<file path="config.mk">
export PLATFORM = sky130hd
export DESIGN_NAME = wavegen
export DESIGN_NICKNAME = d
export VERILOG_FILES = /design/src/rtl/wavegen.sv
export SDC_FILE = /design/constraint.sdc
export NUM_CORES = 1
export LEC_CHECK = 0
export ABC_AREA = 1
export BUFFER_PORTS_ARGS = -buffer_cell sky130_fd_sc_hd__buf_2
export CORE_ASPECT_RATIO = 0.9
export CORE_UTILIZATION = 60
export DETAILED_ROUTE_END_ITERATION = 12
export PLACE_DENSITY = 0.78
export SLEW_MARGIN = 30
export SYNTH_ARGS = -nofsm -noshare
export SYNTH_HDL_FRONTEND = slang
export SYNTH_SLANG_ARGS = --single-unit
</file>
<file path="constraint.sdc">
create_clock -name clk -period 23.9 [get_ports clk]
set_input_delay 3.585 -clock clk [delete_from_list [all_inputs] [get_ports clk]]
set_output_delay 3.585 -clock clk [all_outputs]
set_load 0.02 [all_outputs]
</file>
<file path="src/rtl/wavegen.sv">
module wavegen #(
  parameter int PHASE_W = 32,
  parameter int SMP_W   = 16,
  parameter int TAB_AW  = 8
) (
  input  logic               clk,
  input  logic               rst_n,
  input  logic               strobe,
  input  logic               cfg_load,
  input  logic [1:0]         cfg_shape,
  input  logic [PHASE_W-1:0] cfg_tw0,
  input  logic [PHASE_W-1:0] cfg_tw1,
  input  logic [SMP_W-1:0]   cfg_amp,
  output logic [SMP_W-1:0]   sample_out,
  output logic               sample_valid
);
  localparam int  TAB_N  = 1 << TAB_AW;
  localparam int  IDX_W  = TAB_AW + 2;
  localparam int  FULL   = (1 << (SMP_W - 1)) - 1;
  localparam int  TRI_SH = PHASE_W - SMP_W - 1;
  localparam int  PROD_W = 2 * SMP_W;
  localparam real PI     = 3.14159265358979323846;

  localparam logic [1:0] SH_COS = 2'd0;
  localparam logic [1:0] SH_SQR = 2'd1;
  localparam logic [1:0] SH_TRI = 2'd2;

  logic [PHASE_W-1:0]       tw0_q, tw1_q, acc_q;
  logic [1:0]               shape_q, shape_s1;
  logic signed [SMP_W-1:0]  amp_q, amp_s1;
  logic                     v1_q;
  logic [SMP_W-1:0]         out_q;
  logic                     valid_q;

  logic [SMP_W-2:0] qtab [TAB_N];

  initial begin
    for (int i = 0; i < TAB_N; i++) begin
      int v;
      v = $rtoi($floor(FULL * $cos(PI / 2.0 * (i + 0.5) / TAB_N) + 0.5));
      qtab[i] = v[SMP_W-2:0];
    end
  end

  always_ff @(posedge clk) begin
    if (!rst_n) begin
      shape_q <= '0;
      tw0_q   <= '0;
      tw1_q   <= '0;
      amp_q   <= '0;
    end else if (cfg_load) begin
      shape_q <= cfg_shape;
      tw0_q   <= cfg_tw0;
      tw1_q   <= cfg_tw1;
      amp_q   <= $signed(cfg_amp);
    end
  end

  always_ff @(posedge clk) begin
    if (!rst_n) begin
      acc_q    <= '0;
      v1_q     <= 1'b0;
      shape_s1 <= '0;
      amp_s1   <= '0;
    end else begin
      v1_q <= strobe;
      if (strobe) begin
        acc_q    <= acc_q + (acc_q[PHASE_W-1] ? tw0_q : tw1_q);
        shape_s1 <= shape_q;
        amp_s1   <= amp_q;
      end
    end
  end

  // cosine from a quarter-wave table of mid-point samples
  logic [IDX_W-1:0]  idx;
  logic [1:0]        quad;
  logic [TAB_AW-1:0] taddr;
  logic [SMP_W-1:0]  cmag, cos_v;
  assign idx   = acc_q[PHASE_W-1 -: IDX_W];
  assign quad  = idx[IDX_W-1 -: 2];
  assign taddr = quad[0] ? ~idx[TAB_AW-1:0] : idx[TAB_AW-1:0];
  assign cmag  = {1'b0, qtab[taddr]};
  assign cos_v = (quad[1] ^ quad[0]) ? -cmag : cmag;

  // triangle from the magnitude of the signed phase
  logic [PHASE_W-1:0]       pmag, tsh;
  logic signed [PHASE_W:0]  full_w, tri_w;
  logic [SMP_W-1:0]         tri_v, sqr_v;
  assign pmag   = acc_q[PHASE_W-1] ? -acc_q : acc_q;
  assign tsh    = pmag >> TRI_SH;
  assign full_w = (PHASE_W+1)'(FULL);
  assign tri_w  = full_w - $signed({1'b0, tsh});
  assign tri_v  = (tri_w < -full_w) ? -SMP_W'(FULL) : tri_w[SMP_W-1:0];
  assign sqr_v  = acc_q[PHASE_W-1] ? SMP_W'(FULL) : -SMP_W'(FULL);

  logic signed [SMP_W-1:0]  raw;
  logic signed [PROD_W-1:0] prod, rnd;
  always_comb begin
    case (shape_s1)
      SH_COS:  raw = $signed(cos_v);
      SH_SQR:  raw = $signed(sqr_v);
      SH_TRI:  raw = $signed(tri_v);
      default: raw = '0;
    endcase
  end
  assign prod = raw * amp_s1;
  assign rnd  = (prod + PROD_W'(1 << (SMP_W - 2))) >>> (SMP_W - 1);

  always_ff @(posedge clk) begin
    if (!rst_n) begin
      out_q   <= '0;
      valid_q <= 1'b0;
    end else begin
      valid_q <= v1_q;
      if (v1_q) out_q <= rnd[SMP_W-1:0];
    end
  end

  assign sample_out   = out_q;
  assign sample_valid = valid_q;

  assert_idle_hold_R1: assert property (@(posedge clk) disable iff (!rst_n)
    !strobe |=> $stable(acc_q));

  assert_square_level_R3: assert property (@(posedge clk) disable iff (!rst_n)
    (v1_q && shape_s1 == SH_SQR) |-> (raw == FULL || raw == -FULL));

  assert_raw_range_R4: assert property (@(posedge clk) disable iff (!rst_n)
    v1_q |-> (raw >= -FULL && raw <= FULL));

  assert_zero_amp_R6: assert property (@(posedge clk) disable iff (!rst_n)
    (v1_q && amp_s1 == 0) |=> (sample_out == 0));

  assert_valid_lat_R7: assert property (@(posedge clk) disable iff (!rst_n)
    sample_valid |-> $past(strobe, 2));

  assert_out_hold_R7: assert property (@(posedge clk) disable iff (!rst_n)
    !v1_q |=> $stable(sample_out));
endmodule

</file>
# Word level (Yosys, flattened, before mapping)
# Memories as Yosys holds them, arrays and structs flattened.
# Cells that the tools add are included.
totals:
  register_bits: 150
  n_memories: 1
  output_inout_bits: 17
  wordCells: 30
  romBits: 3840
memory_table:
  columns: ["memory", "words", "width", "read_ports", "rd_ports_with_merged_regs", "wr", "line", "text"]
  rows:
  - ["qtab", 256, 15, 1, 0, 0, "35", "logic [SMP_W-2:0] qtab [TAB_N];"]
classes:
  n_mux: 7
  n_mul: 1
  reduce_logical: 1
  eq_ne: 2
  bitwise_logic: 2
  n_lt_le_gt_ge: 1
  add_sub_neg: 5
op_table:
  columns: ["op", "count"]
  rows:
  - ["two-way mux 32 bit", 2]
  - ["two-way mux 16 bit", 3]
  - ["one-hot mux 16 bit (3 select lines)", 1]
  - ["adder 32 bit", 1]
  - ["negator 32 bit", 1]
  - ["adder 31 x 16 -> 31 bit (second input constant)", 1]
  - ["multiplier 16 x 16 -> 31 bit", 1]
  - ["less-than comparator 18 x 16 -> 1 bit (second input constant)", 1]
  - ["subtractor 15 x 17 -> 18 bit (first input constant)", 1]
  - ["negator 15 -> 16 bit", 1]
  - ["two-way mux 8 bit", 1]
  - ["inverter 8 bit", 1]
  - ["equality test 2 x 1 -> 1 bit (second input constant)", 1]
  - ["equality test 2 bit (second input constant)", 1]
  - ["logical NOT 2 bit", 1]
  - ["XOR 1 bit", 1]

# Longest topological paths before layout
logic_depth:
  word_depth: 8
  ltp_mapped: 51
  mapped_depth_nobuf: 50

# Least setup slack after synthesis
# No wires, ideal clock.
synth_path:
  path_type: "reg2reg"
  from: "register acc_q[30]"
  to: "register out_q[13] (netlist: sample_out[13])"
  path_slack_ns: 15.768
  t_required_ns: 23.783
  arrival_ns: 8.015
  stages_incl_launch_ff: 45
  setup_time_ns: 0.117
  period_less_slack_ns: 8.132
  path_cell_list: "dfxtp_1 > buf_6 > xnor2_2 > ha_1 > inv_1 > ha_1 > inv_1 > nand2_1 > and3_1 > nor3_1 > o221ai_1 > nand3_1 > o211ai_2 > nor2_2 > nand3_1 > nor2_2 > nand3_1 > nand2_1 > (+9 left out) > fa_1 > fa_1 > fa_1 > inv_1 > fa_1 > inv_1 > ha_1 > nand2_1 > nor2_1 > inv_1 > nor3_1 > nand2_1 > o21ai_1 > nand3_1 > nand3_1 > o21ai_0 > a21oi_1 > nor2_1"
synth_between:
  elab_chain_cells: 8
  word_cells_on_any_way: 13
  cone_classes: "add/sub: 4; mul: 1; order compare: 1; mux: 5; bitwise: 1; memory: 1"
synth_rtl:
  columns: ["element", "line", "text"]
  rows:
  - ["from (decl)", "28", "logic [PHASE_W-1:0] tw0_q, tw1_q, acc_q;"]
  - ["from (signal assigned)", "68", "acc_q <= acc_q + (acc_q[PHASE_W-1] ? tw0_q : tw1_q);"]
  - ["negator 32 bit", "90", "assign pmag = acc_q[PHASE_W-1] ? -acc_q : acc_q;"]
  - ["two-way mux 32 bit", "90", null]
  - ["subtractor 15 x 17 -> 18 bit", "93", "assign tri_w = full_w - $signed({1'b0, tsh});"]
  - ["less-than comparator 18 x 16 -> 1 bit", "94", "assign tri_v = (tri_w < -full_w) ? -SMP_W'(FULL) : tri_w[SMP_W-1:0];"]
  - ["two-way mux 16 bit", "94", null]
  - ["one-hot mux 16 bit (3 select lines) (*)", "100", "case (shape_s1)"]
  - ["multiplier 16 x 16 -> 31 bit (*)", "107", "assign prod = raw * amp_s1;"]
  - ["adder 31 x 16 -> 31 bit (*)", "108", "assign rnd = (prod + PROD_W'(1 << (SMP_W - 2))) >>> (SMP_W - 1);"]
  - ["to (signal assigned)", "116", "if (v1_q) out_q <= rnd[SMP_W-1:0];"]
  - ["to (decl)", "32", "logic [SMP_W-1:0] out_q;"]
# Mark *: on every way between the ends. The rest lies on a longest branch, timed or not.
# A chain may end at the register's enable or synchronous reset.

# Worst setup path in the final report
# Ends and elaborated chain as after synthesis.

==> impl_summary.txt <==
----------------------------------------------------
[Run status]
  Run status ... finished clean

[Synth]
  Post-Syn Area per Cell ... 6.79 sq um
  Number of synthesized flops with an enable pin ... 0
  Compound-Gate Fraction of Synth Area ... 14.5%
  Parity-gate share of the synthesized area counting xor and xnor cells ... 2.41%
  Total nets after synthesis ... 3667
  Yosys warns ... 0
  Top-area cell type share of the netlist area ... 23.8%
  Mux cell area share after synthesis ... 0%
  Most used flip-flop cell after synthesis ... dfxtp_1
  Number of distinct library cells after synthesis ... 62
  Adder and majority cell fraction of the synthesized area ... 31.9%
  Synthesized-area fraction occupied by and/or/nand/nor cells ... 25.3%
  Top area cells in the synthesized netlist ... fa_1 (24%), dfxtp_1 (14%), nand2_1 (12%), inv_1 (9.1%), nor2_1 (8.2%)
  Leading area contributor after synthesis ... fa_1
  Seq cells post-synth ... 150
  Instance count of the mapped netlist ... 3185
  Register area share after synthesis ... 13.9%
  Post-Syn Area ... 21600 sq um
  Synth async-reset ratio ... 0%
  Main combinational cell family by area after synthesis ... adder cells

[Clocking]
  Clock insertion delay at the later pin of the skew report ... 460 ps
  Clock tree from TritonCTS ... built
  Root buffer selected by CTS ... clkbuf_16
  Maximum count of clock buffers along a single path ... 2
  Post-CTS Repair Setup Buffers ... 0
  Number of resized instances in the post-cts repair step ... 0
  Clock sink count ... 150
  Total clock buffers created by CTS ... 17
  Clock-pin slew of the registers on the worst-case setup and hold paths ... 70 ps
  Number of H-tree branching levels ... 4
  Hold-fix buffers at CTS ... 0

[Power]
  Static leakage ... 11.8 nW
  Worst vdd ir ... 0.000160 V
  Power per standard cell area ... 137 nW/um^2

[Timing]
  Count of final max-slew check failures ... 0
  Post-route clock skew ... 15.5 ps
  Least setup slack across all paths after layout ... 12810 ps
  Timing-limited maximum frequency ... 90.2 MHz
  Final setup violation count ... 0
  Time the final worst path needs with I/O delays and setup ... 11090 ps
  Final period utilization ... 46.4%
  Accumulated negative setup slack ... 0 ps
  Transition time at the pin with the least slew margin ... 964 ps
  Hold violation count in the final report ... 0
  Setup repair after global routing missed its margin ... false
  Headroom to the max-slew limit ... 35.3%
  Fin Hold WS ... 496 ps

[Placement]
  Number of cells in the design after placement ... 3654
  Port bufs ... 102
  Placer's final routability congestion estimate ... 1.07
  Placed cell areas ... 22300 sq um
  Detailed-placement wirelength estimate ... 57.5 mm
  Worst setup slack before clock tree synthesis ... 13280 ps

[Floorplanning]
  Core ar. ... 35300 sq um
  Number of top-level pins ... 103
  Starting Density ... 61.2%
  Height of the die ... 182 um
  Number of core rows ... 65
  Die X ... 202 um
  Area enclosed by the die boundary ... 36800 sq um

[Global routing]
  Total GRT Usage ... 41.1%
  Total global routing overflow ... 0
  Number of global-route vias before repair ... 22200
  Antenna violations before repair ... 0
  First-pass GRT wire length ... 118 mm
  Pin count of the biggest net entering global routing ... 84

[Detailed routing]
  Initial detailed-routing violation count ... 3097
  Total number of vias ... 22500
  Detail-routed via count per cell ... 6.09
  WL/cell ... 20.3 um
  Post-route antenna net violation count ... 0
  Total routed wirelength ... 74.7 mm
  Drt first pass iters ... 8
  DRC errors left ... 0

[Layout]
  Ratio of cells with drive above 1 in the final layout ... 6.96%
  ANT cells ... 0
  Fill cell total of the finished layout ... 3150
  Layout-stage area growth over the synthesis result ... 6.26%
  Post-layout nets ... 3686
  Finished layout cell area ... 23000 sq um
  Final non-filler cell total ... 3686

[Min path]
  Start point of the worst hold path ... tw1_q[1]
  Min-Delay Path Class ... register to register

[Setup path]
  Critical Path Start ... acc_q[30]
  Most frequent CP cell ... nand2_1
  Endpoint arrival time on the critical path ... 11440 ps
  CP Launch Type ... register
  Slowest cell on the critical path ... dfxtp_1
  Worst reg2reg startpoint ... acc_q[30]
  Worst path buffer plus inverter count ... 11
  Max incr delay on CP ... 930 ps
  Kind of end point of the critical path ... register
  Largest driver fanout on the critical path ... 64
  Cell family with the largest share of critical-path delay ... adder cells
  Crit path kind ... register to register
  CP required ... 24250 ps

[Job]
  Max-cap violations ... 0

----------------------------------------------------
-- synthesized netlist by cell type, drive strengths merged (12+ instances only) --
| cell | count |
|---|---|
| clkbuf | 85 |
| a21oi | 163 |
| o221ai | 12 |
| nand3 | 145 |
| xnor2 | 27 |
| ha | 139 |
| o211ai | 23 |
| fa | 257 |
| nand2 | 681 |
| dfxtp | 150 |
| nand4 | 21 |
| nor3 | 14 |
| nor2 | 484 |
| buf | 35 |
| a31oi | 18 |
| xor2 | 27 |
| inv | 545 |
| o21ai | 278 |
-- registers in the layout, indices dropped and copies added, names as in the netlist --
signal,count
acc_q,32
tw1_q,32
tw0_q,32
sample_out,16
amp_s1,16
shape_s1,2
shape_q,2
amp_q,16
v1_q,1
sample_valid,1
-- power by group --
| part | switching [mW] | total (mW) | internal [mW] |
|---|---|---|---|
| logic | 1.70 | 2.53 | 0.831 |
| registers | 0.0316 | 0.311 | 0.279 |
| clock network | 0.133 | 0.295 | 0.162 |
| total | 1.87 | 3.14 | 1.27 |
-- layer usage --
layer  part of all wire (%)  track usage (%)
met5                      0            0.661
met4                    5.1             20.2
met3                     14             11.8
met2                     43             63.3
met1                     38             53.0
-- worst reg2reg max path, delay by kind of cell, from the launching register on --
family                   cells  cell delay (ps)
buffers and inverters       11             2220
adder cells (fa/ha/maj)      7             3270
AO/OA/AOI/OAI                5             1510
flip-flops                   1              930
AND/OR/NAND/NOR             21             3060
-- final timing paths --
| path | endpoint | slack [ps] | cells past startpoint |
|---|---|---|---|
| worst min-delay path | tw1_q[1] | 500 | 2 |
| worst min register to register | tw1_q[1] | 500 | 2 |
| worst max register to register | sample_out[13] | 12810 | 44 |
| worst max-delay path | sample_out[13] | 12810 | 44 |
-- metrics by stage --
stage	util [%]	power, mW
finish	65.1	3.14
global route	65.1	3.42
CTS	65.1	3.04
detailed placement	63.3	2.73
global placement	63.3	2.67
floorplan	-	2.09
-- cell families (layout without fill, tap and decap cells) --
logic type,count (synthesis),count (layout)
fa+ha+maj,396,396
simple gates,1358,1358
compound gates,555,555
buf+inv,672,704
flops,150,150
xor+xnor,54,54
-- layout make-up --
class                           count  area (sq um)  share of cell area [%]
Timing Repair Buffer              120           648                    2.82
Tap cell                          469           587                    2.56
Sequential cell                   150          3010                    13.1
Clock buffer                       18           439                    1.91
Clock inverter                     14           181                   0.790
Multi-Input combinational cell   2363         16000                    69.8
Inverter                          552          2070                    9.03
-- cells in the final DEF (no fill, tap or decap), drive strengths merged, types with 21 or more instances in the layout --
master,synthesis,layout
nand2,681,681
nor2,484,484
xor2,27,27
xnor2,27,27
nand4,21,21
o211ai,23,23
ha,139,139
a21oi,163,163
fa,257,257
nand3,145,145
o21ai,278,278
buf,35,120
dfxtp,150,150
inv,545,553
No activity file was read; power rests on OpenSTA's default activity.
